[config.mk]
export PLATFORM = sky130hd
export DESIGN_NAME = irq_xfer_router
export DESIGN_NICKNAME = d
export VERILOG_FILES = /design/src/rtl/xr_pkg.sv /design/src/rtl/xr_lowest_pick.sv /design/src/rtl/xr_cfg_regs.sv /design/src/rtl/xr_cpu_queue.sv /design/src/rtl/irq_xfer_router.sv
export SDC_FILE = /design/constraint.sdc
export NUM_CORES = 1
export LEC_CHECK = 0
export BUFFER_PORTS_ARGS = -buffer_cell sky130_fd_sc_hd__buf_2
export CORE_ASPECT_RATIO = 1.25
export CORE_MARGIN = 2
export CORE_UTILIZATION = 40
export CTS_CLUSTER_SIZE = 30
export DETAILED_ROUTE_END_ITERATION = 8
export SYNTH_ARGS = -nofsm -noshare
export SYNTH_HDL_FRONTEND = slang
export SYNTH_SLANG_ARGS = --single-unit
[constraint.sdc]
create_clock -name clk -period 2.8 [get_ports clk]
set_clock_uncertainty 0.1 [all_clocks]
set_input_delay 0.56 -clock clk [delete_from_list [all_inputs] [get_ports clk]]
set_output_delay 0.56 -clock clk [all_outputs]
set_load 0.03 [all_outputs]
[src/rtl/xr_pkg.sv]
package xr_pkg;

    localparam int XR_SEL_W = 3;

    typedef enum logic [XR_SEL_W-1:0] {
        XR_SEL_ENA0  = 3'd0,
        XR_SEL_ENA1  = 3'd1,
        XR_SEL_ENA2  = 3'd2,
        XR_SEL_ENA3  = 3'd3,
        XR_SEL_COUNT = 3'd4
    } xr_sel_e;

endpackage

[src/rtl/xr_lowest_pick.sv]
module xr_lowest_pick #(
    parameter int W  = 16,
    parameter int IW = 4
) (
    input  logic [W-1:0]  req,
    output logic          any,
    output logic [IW-1:0] idx
);
    // scan downward so the lowest set position is written last
    always_comb begin
        any = |req;
        idx = '0;
        for (int i = W - 1; i >= 0; i--) begin
            if (req[i]) idx = IW'(i);
        end
    end
endmodule

[src/rtl/xr_cfg_regs.sv]
module xr_cfg_regs
    import xr_pkg::*;
#(
    parameter int N_CAP = 16,
    parameter int N_ENR = 4,
    parameter int ENR_W = 8,
    parameter int CNT_W = 16
) (
    input  logic                clk,
    input  logic                rst_n,
    input  logic                wr_en,
    input  logic [XR_SEL_W-1:0] wr_sel,
    input  logic [CNT_W-1:0]    wr_data,
    input  logic                cnt_dec,
    output logic [N_CAP-1:0]    cap_en,
    output logic                cnt_last
);
    localparam int SLOTS  = N_CAP / N_ENR;
    localparam int STRIDE = ENR_W / SLOTS;

    typedef struct packed {
        logic [N_CAP-1:0] en;
        logic [CNT_W-1:0] cnt;
    } cfg_t;

    cfg_t s_d, s_q;

    always_comb begin
        s_d = s_q;
        // a completion wraps 0 -> all ones, which keeps the 0 = 2^CNT_W meaning
        if (cnt_dec) s_d.cnt = s_q.cnt - CNT_W'(1);
        if (wr_en) begin
            if (wr_sel == XR_SEL_COUNT) s_d.cnt = wr_data;
            // only assigned positions are stored; the others are dropped
            for (int k = 0; k < N_CAP; k++) begin
                if (wr_sel == XR_SEL_W'(k / SLOTS))
                    s_d.en[k] = wr_data[(k % SLOTS) * STRIDE];
            end
        end
    end

    always_ff @(posedge clk) begin
        if (!rst_n) s_q <= '0;
        else        s_q <= s_d;
    end

    assign cap_en   = s_q.en;
    assign cnt_last = (s_q.cnt == CNT_W'(1));
endmodule

[src/rtl/xr_cpu_queue.sv]
module xr_cpu_queue #(
    parameter int N_SRC = 20,
    parameter int IW    = 5
) (
    input  logic             clk,
    input  logic             rst_n,
    input  logic [N_SRC-1:0] raise,
    input  logic             ack,
    output logic             irq,
    output logic [IW-1:0]    vec
);
    typedef struct packed {
        logic [N_SRC-1:0] pend;
    } cq_t;

    cq_t s_d, s_q;
    logic          top_any;
    logic [IW-1:0] top_idx;

    xr_lowest_pick #(.W(N_SRC), .IW(IW)) u_pick (
        .req (s_q.pend),
        .any (top_any),
        .idx (top_idx)
    );

    always_comb begin
        s_d = s_q;
        if (ack && top_any) s_d.pend[top_idx] = 1'b0;
        // a fresh event on the same line survives the acknowledge
        s_d.pend = s_d.pend | raise;
    end

    always_ff @(posedge clk) begin
        if (!rst_n) s_q <= '0;
        else        s_q <= s_d;
    end

    assign irq = top_any;
    assign vec = top_idx;
endmodule

[src/rtl/irq_xfer_router.sv]
module irq_xfer_router
    import xr_pkg::*;
#(
    parameter  int N_SRC = 20,
    parameter  int N_CAP = 16,
    parameter  int N_ENR = 4,
    parameter  int ENR_W = 8,
    parameter  int CNT_W = 16,
    localparam int IW    = $clog2(N_SRC),
    localparam int CW    = $clog2(N_CAP)
) (
    input  logic                clk,
    input  logic                rst_n,
    input  logic [N_SRC-1:0]    irq_pulse,
    input  logic                wr_en,
    input  logic [XR_SEL_W-1:0] wr_sel,
    input  logic [CNT_W-1:0]    wr_data,
    input  logic                xfer_done,
    input  logic                cpu_ack,
    output logic                xfer_req,
    output logic [CW-1:0]       xfer_src,
    output logic                cpu_irq,
    output logic [IW-1:0]       cpu_vec
);
    typedef struct packed {
        logic [N_CAP-1:0] pend;
        logic             busy;
        logic [CW-1:0]    cur;
        logic             req;
    } eng_t;

    eng_t s_d, s_q;

    logic [N_CAP-1:0] cap_en;
    logic             cnt_last;
    logic [N_SRC-1:0] to_cpu;
    logic [N_CAP-1:0] to_xfer;
    logic [N_SRC-1:0] fin_raise;
    logic             job_any;
    logic [CW-1:0]    job_idx;
    logic             done_ok;

    xr_cfg_regs #(
        .N_CAP (N_CAP),
        .N_ENR (N_ENR),
        .ENR_W (ENR_W),
        .CNT_W (CNT_W)
    ) u_cfg (
        .clk      (clk),
        .rst_n    (rst_n),
        .wr_en    (wr_en),
        .wr_sel   (wr_sel),
        .wr_data  (wr_data),
        .cnt_dec  (done_ok),
        .cap_en   (cap_en),
        .cnt_last (cnt_last)
    );

    // steer each event line to one of the two consumers
    for (genvar i = 0; i < N_SRC; i++) begin : g_route
        if (i < N_CAP) begin : g_cap
            assign to_cpu[i]  = irq_pulse[i] & ~cap_en[i];
            assign to_xfer[i] = irq_pulse[i] &  cap_en[i];
        end else begin : g_fixed
            assign to_cpu[i] = irq_pulse[i];
        end
    end

    xr_lowest_pick #(.W(N_CAP), .IW(CW)) u_job_pick (
        .req (s_q.pend),
        .any (job_any),
        .idx (job_idx)
    );

    assign done_ok = s_q.busy & xfer_done;

    // the last completion returns the job's own source to the processor
    always_comb begin
        fin_raise = '0;
        if (done_ok && cnt_last) fin_raise[s_q.cur] = 1'b1;
    end

    always_comb begin
        s_d     = s_q;
        s_d.req = 1'b0;
        if (done_ok) s_d.busy = 1'b0;
        if (!s_q.busy && job_any) begin
            s_d.busy          = 1'b1;
            s_d.req           = 1'b1;
            s_d.cur           = job_idx;
            s_d.pend[job_idx] = 1'b0;
        end
        s_d.pend = s_d.pend | to_xfer;
    end

    always_ff @(posedge clk) begin
        if (!rst_n) s_q <= '0;
        else        s_q <= s_d;
    end

    xr_cpu_queue #(.N_SRC(N_SRC), .IW(IW)) u_cpu (
        .clk   (clk),
        .rst_n (rst_n),
        .raise (to_cpu | fin_raise),
        .ack   (cpu_ack),
        .irq   (cpu_irq),
        .vec   (cpu_vec)
    );

    assign xfer_req = s_q.req;
    assign xfer_src = s_q.cur;
endmodule

==> summary.txt <==
Reg power frac = 43.5%
GPL Wtd Cong = 0.947
Core ar. = 9560 um2
vias in the first global route = 3554
clk_lat worst skew = 0.33 ns
Seq/Total Area, Yosys = 37.8%
setup violators final = 0
Worst Path Class, Setup = reg -> out
die area = 10600 um2
hold path startpoint = irq_pulse[16]
synthesized area per cell = 8.01 um2
Vias = 3690
starting density of the core = 41.0%
register bit count reported by yosys = 74
CTS root buf = clkbuf_16
Reg2Reg Setup Slack = 0.45 ns
CTS Buf Count = 9
first-pass GRT wire length = 17900 um
Synth Area in Adders = 0.639%
DR DRC count = 0
Antenna Nets Post-Route = 0
Nets = 585
H-tree depth = 3
worst flop-to-flop path endpoint = u_cpu.s_q[13]$_SDFF_PN0_
Sw Ratio = 29.3%
largest net degree at the start of global routing = 46
outcome = finished, final reports clean
all-layer global routing usage = 21.7%
Final Hold Viols = 0
Max VDD drop = 0.314 mV
YS warnings = 0
IO Count = 55
largest family of logic cells by synthesized area = simple AND/OR/NAND/NOR gates
length of the first detailed-routing pass in iterations = 4
Die W = 92.5 um
FFs w/ async S/R, synth = 0%
Power Density = 603 nW/um2
Max Cap Violations = 0
detailed placement HPWL = 8210 um
Synth Area in Compound Gates = 20.4%
share of layout cells above drive strength 1 = 16.2%
Worst Setup End Kind = output port
Post-Synth XOR/XNOR Area = 3.13%
Finished Core Util = 47.8%
DR WL/cell = 16.1 um
unrepaired setup endpoints after global routing = false
DRT iter0 DRCs = 194
Max Slew Vio Count = 0
Cell Rows = 40
Worst-path clk slew = 0.06 ns
Post-synth EDFFs = 0
Max-Slew Margin vs Limit = 48.2%
mux cell area share after synthesis = 4.60%
Cell variety after synth = 50
largest fanout on the critical path = 5
FF-to-FF path depth = 5
Max clock buf depth = 2
CTS tree = yes
Worst Hold Path EP = u_cpu.s_q[16]$_SDFF_PN0_
critical path required time = 2.14 ns
maximum achievable frequency = 378 MHz
Pleak = 1.74 nW
Mapped Area = 3920 um2
number of cells on the worst hold path = 3
initial antenna violation count = 0
DR vias/cell = 5.51
IO buf count = 54
ys flop type = dfxtp_1
clock power share = 37.8%
Clock Sinks = 74
CP Launch Type = register
CP arrival = 1.98 ns
Period minus WS final = 2.64 ns
fin crit share = 94.4%
Sw Pwr = 0.000808 W
worst-margin pin slew = 0.757 ns
combinational power share = 18.7%
Syn Inst Count = 489
worst reg2reg startpoint = u_cfg.s_q[13]$_SDFF_PN0_
Post-Synth Simple-Gate Area = 28.9%
Syn Nets = 535
area growth from synthesis to layout = 16.7%
total gr overflow = 0
diode count = 0
Post-CTS Setup Inserts = 0
internal power = 0.00195 W
drt total wl = 10800 um
# hold bufs at CTS = 0
Die Y = 115 um
setup TNS = 0 ns
worst hold path type = in -> reg
## registers in the layout, indices dropped and copies added (netlist names)
register / flops
xfer_req: 1
u_cfg.cap_en: 16
xfer_src: 4
u_cfg.s_q: 16
u_cpu.s_q: 20
s_q: 17
## through the flow
stage | cells | hold WS (ns) | setup slack, ns | power, W | cell area, um2
2_1_floorplan | 489 | 0.329 | 0.308 | 0.00155 | 3920
3_3_place_gp | 654 | 0.356 | 0.384 | 0.00172 | 4290
3_5_place_dp | 654 | 0.362 | 0.348 | 0.00173 | 4290
4_1_cts | 670 | 0.344 | 0.0876 | 0.00277 | 4560
5_1_grt | 670 | 0.366 | 0.0522 | 0.00289 | 4570
6_report | 670 | 0.345 | 0.156 | 0.00275 | 4570
## cells by family after synthesis
kind of cell,Yosys count
and+or+nand+nor,218
muxes,18
xor gates and xnor gates,14
DFF,74
adders and majority gates,2
buffers and inverters,34
AOI/OAI and AO/OA,129
## worst max-delay path by stage
stage                       startpoint    endpoint
3_3_place_gp   u_cpu.s_q[2]$_SDFF_PN0_  cpu_vec[4]
2_1_floorplan  u_cpu.s_q[2]$_SDFF_PN0_  cpu_vec[4]
4_1_cts        u_cpu.s_q[2]$_SDFF_PN0_  cpu_vec[4]
3_5_place_dp   u_cpu.s_q[2]$_SDFF_PN0_  cpu_vec[4]
5_1_grt        u_cpu.s_q[2]$_SDFF_PN0_  cpu_vec[4]
6_report       u_cpu.s_q[7]$_SDFF_PN0_  cpu_vec[4]
## power groups by stage
stage | combinational [W] | clock (W) | sequential, W
floorplan | 0.000352 | 0 | 0.00120
global placement | 0.000505 | 0 | 0.00121
detailed placement | 0.000507 | 0 | 0.00122
CTS | 0.000511 | 0.00107 | 0.00120
global route | 0.000569 | 0.00112 | 0.00121
finish | 0.000514 | 0.00104 | 0.00120
## placed cells by master (no fill, tap or decap), types with 2 or more instances in the layout
cell | Yosys | final
dfxtp_1 | 74 | 74
nor2_1 | 72 | 72
buf_2 | 0 | 54
a21oi_1 | 40 | 40
nand2_1 | 34 | 34
o21ai_0 | 31 | 31
mux2i_1 | 18 | 18
nor3_1 | 16 | 16
nor2b_1 | 13 | 13
a31oi_1 | 13 | 13
nand2b_1 | 13 | 13
xnor2_1 | 13 | 13
a211oi_1 | 13 | 13
inv_1 | 11 | 11
nor4_1 | 12 | 11
nand3_1 | 11 | 11
and2_1 | 9 | 9
nand4_1 | 9 | 9
clkbuf_16 | 0 | 9
buf_4 | 4 | 7
or4_1 | 7 | 6
a311oi_1 | 6 | 6
a2111oi_0 | 5 | 5
nand3b_1 | 4 | 4
or4_4 | 2 | 3
nor4_4 | 2 | 3
o21a_1 | 3 | 3
and2b_1 | 3 | 3
clkinv_2 | 0 | 3
clkbuf_1 | 15 | 3
o311ai_0 | 2 | 2
o21bai_1 | 2 | 2
or2_2 | 2 | 2
o31a_1 | 2 | 2
o22ai_1 | 2 | 2
and3_1 | 2 | 2
o41ai_1 | 2 | 2
a22oi_1 | 2 | 2
or3_1 | 2 | 2
ha_1 | 2 | 2
## synth_stat cells, types with 6 or more instances
master	instances	area share, %
dfxtp_1	74	38
nor2_1	72	6.9
a21oi_1	40	5.1
nand2_1	34	3.3
o21ai_0	31	4.0
mux2i_1	18	4.6
nor3_1	16	2.0
clkbuf_1	15	1.4
a211oi_1	13	2.5
a31oi_1	13	2.1
nand2b_1	13	2.1
nor2b_1	13	2.1
xnor2_1	13	2.9
nor4_1	12	1.9
inv_1	11	1.1
nand3_1	11	1.4
and2_1	9	1.4
nand4_1	9	1.4
or4_1	7	1.3
a311oi_1	6	1.3
## critical path, stage by stage (launching register included)
cell and delay, ns:
dfxtp_1 0.33, or4_1 0.62, nor4_4 0.35, nor2b_1 0.16, buf_2 0.20
## area by class of cell
cell class / instances / area, um2
clock buffer: 13 / 250
clock inverter: 3 / 15.0
fill: 954 / 4990
inverter: 11 / 41.3
multi-input combinational: 381 / 2280
sequential: 74 / 1480
tap: 126 / 158
timing repair buffer: 62 / 343
## routing by layer
layer  GRT usage, %  wire length [um]
met5              0                 0
met2           36.7              5250
met4           8.06               229
met1           28.0              4840
met3           3.55               496
## what timing repair did
item / in CTS / in global routing
gates resized for setup: 1 / 2
hold endpoints to repair: 0 / 0
setup endpoints to repair: 1 / 1
(Power assumes the default switching activity.)
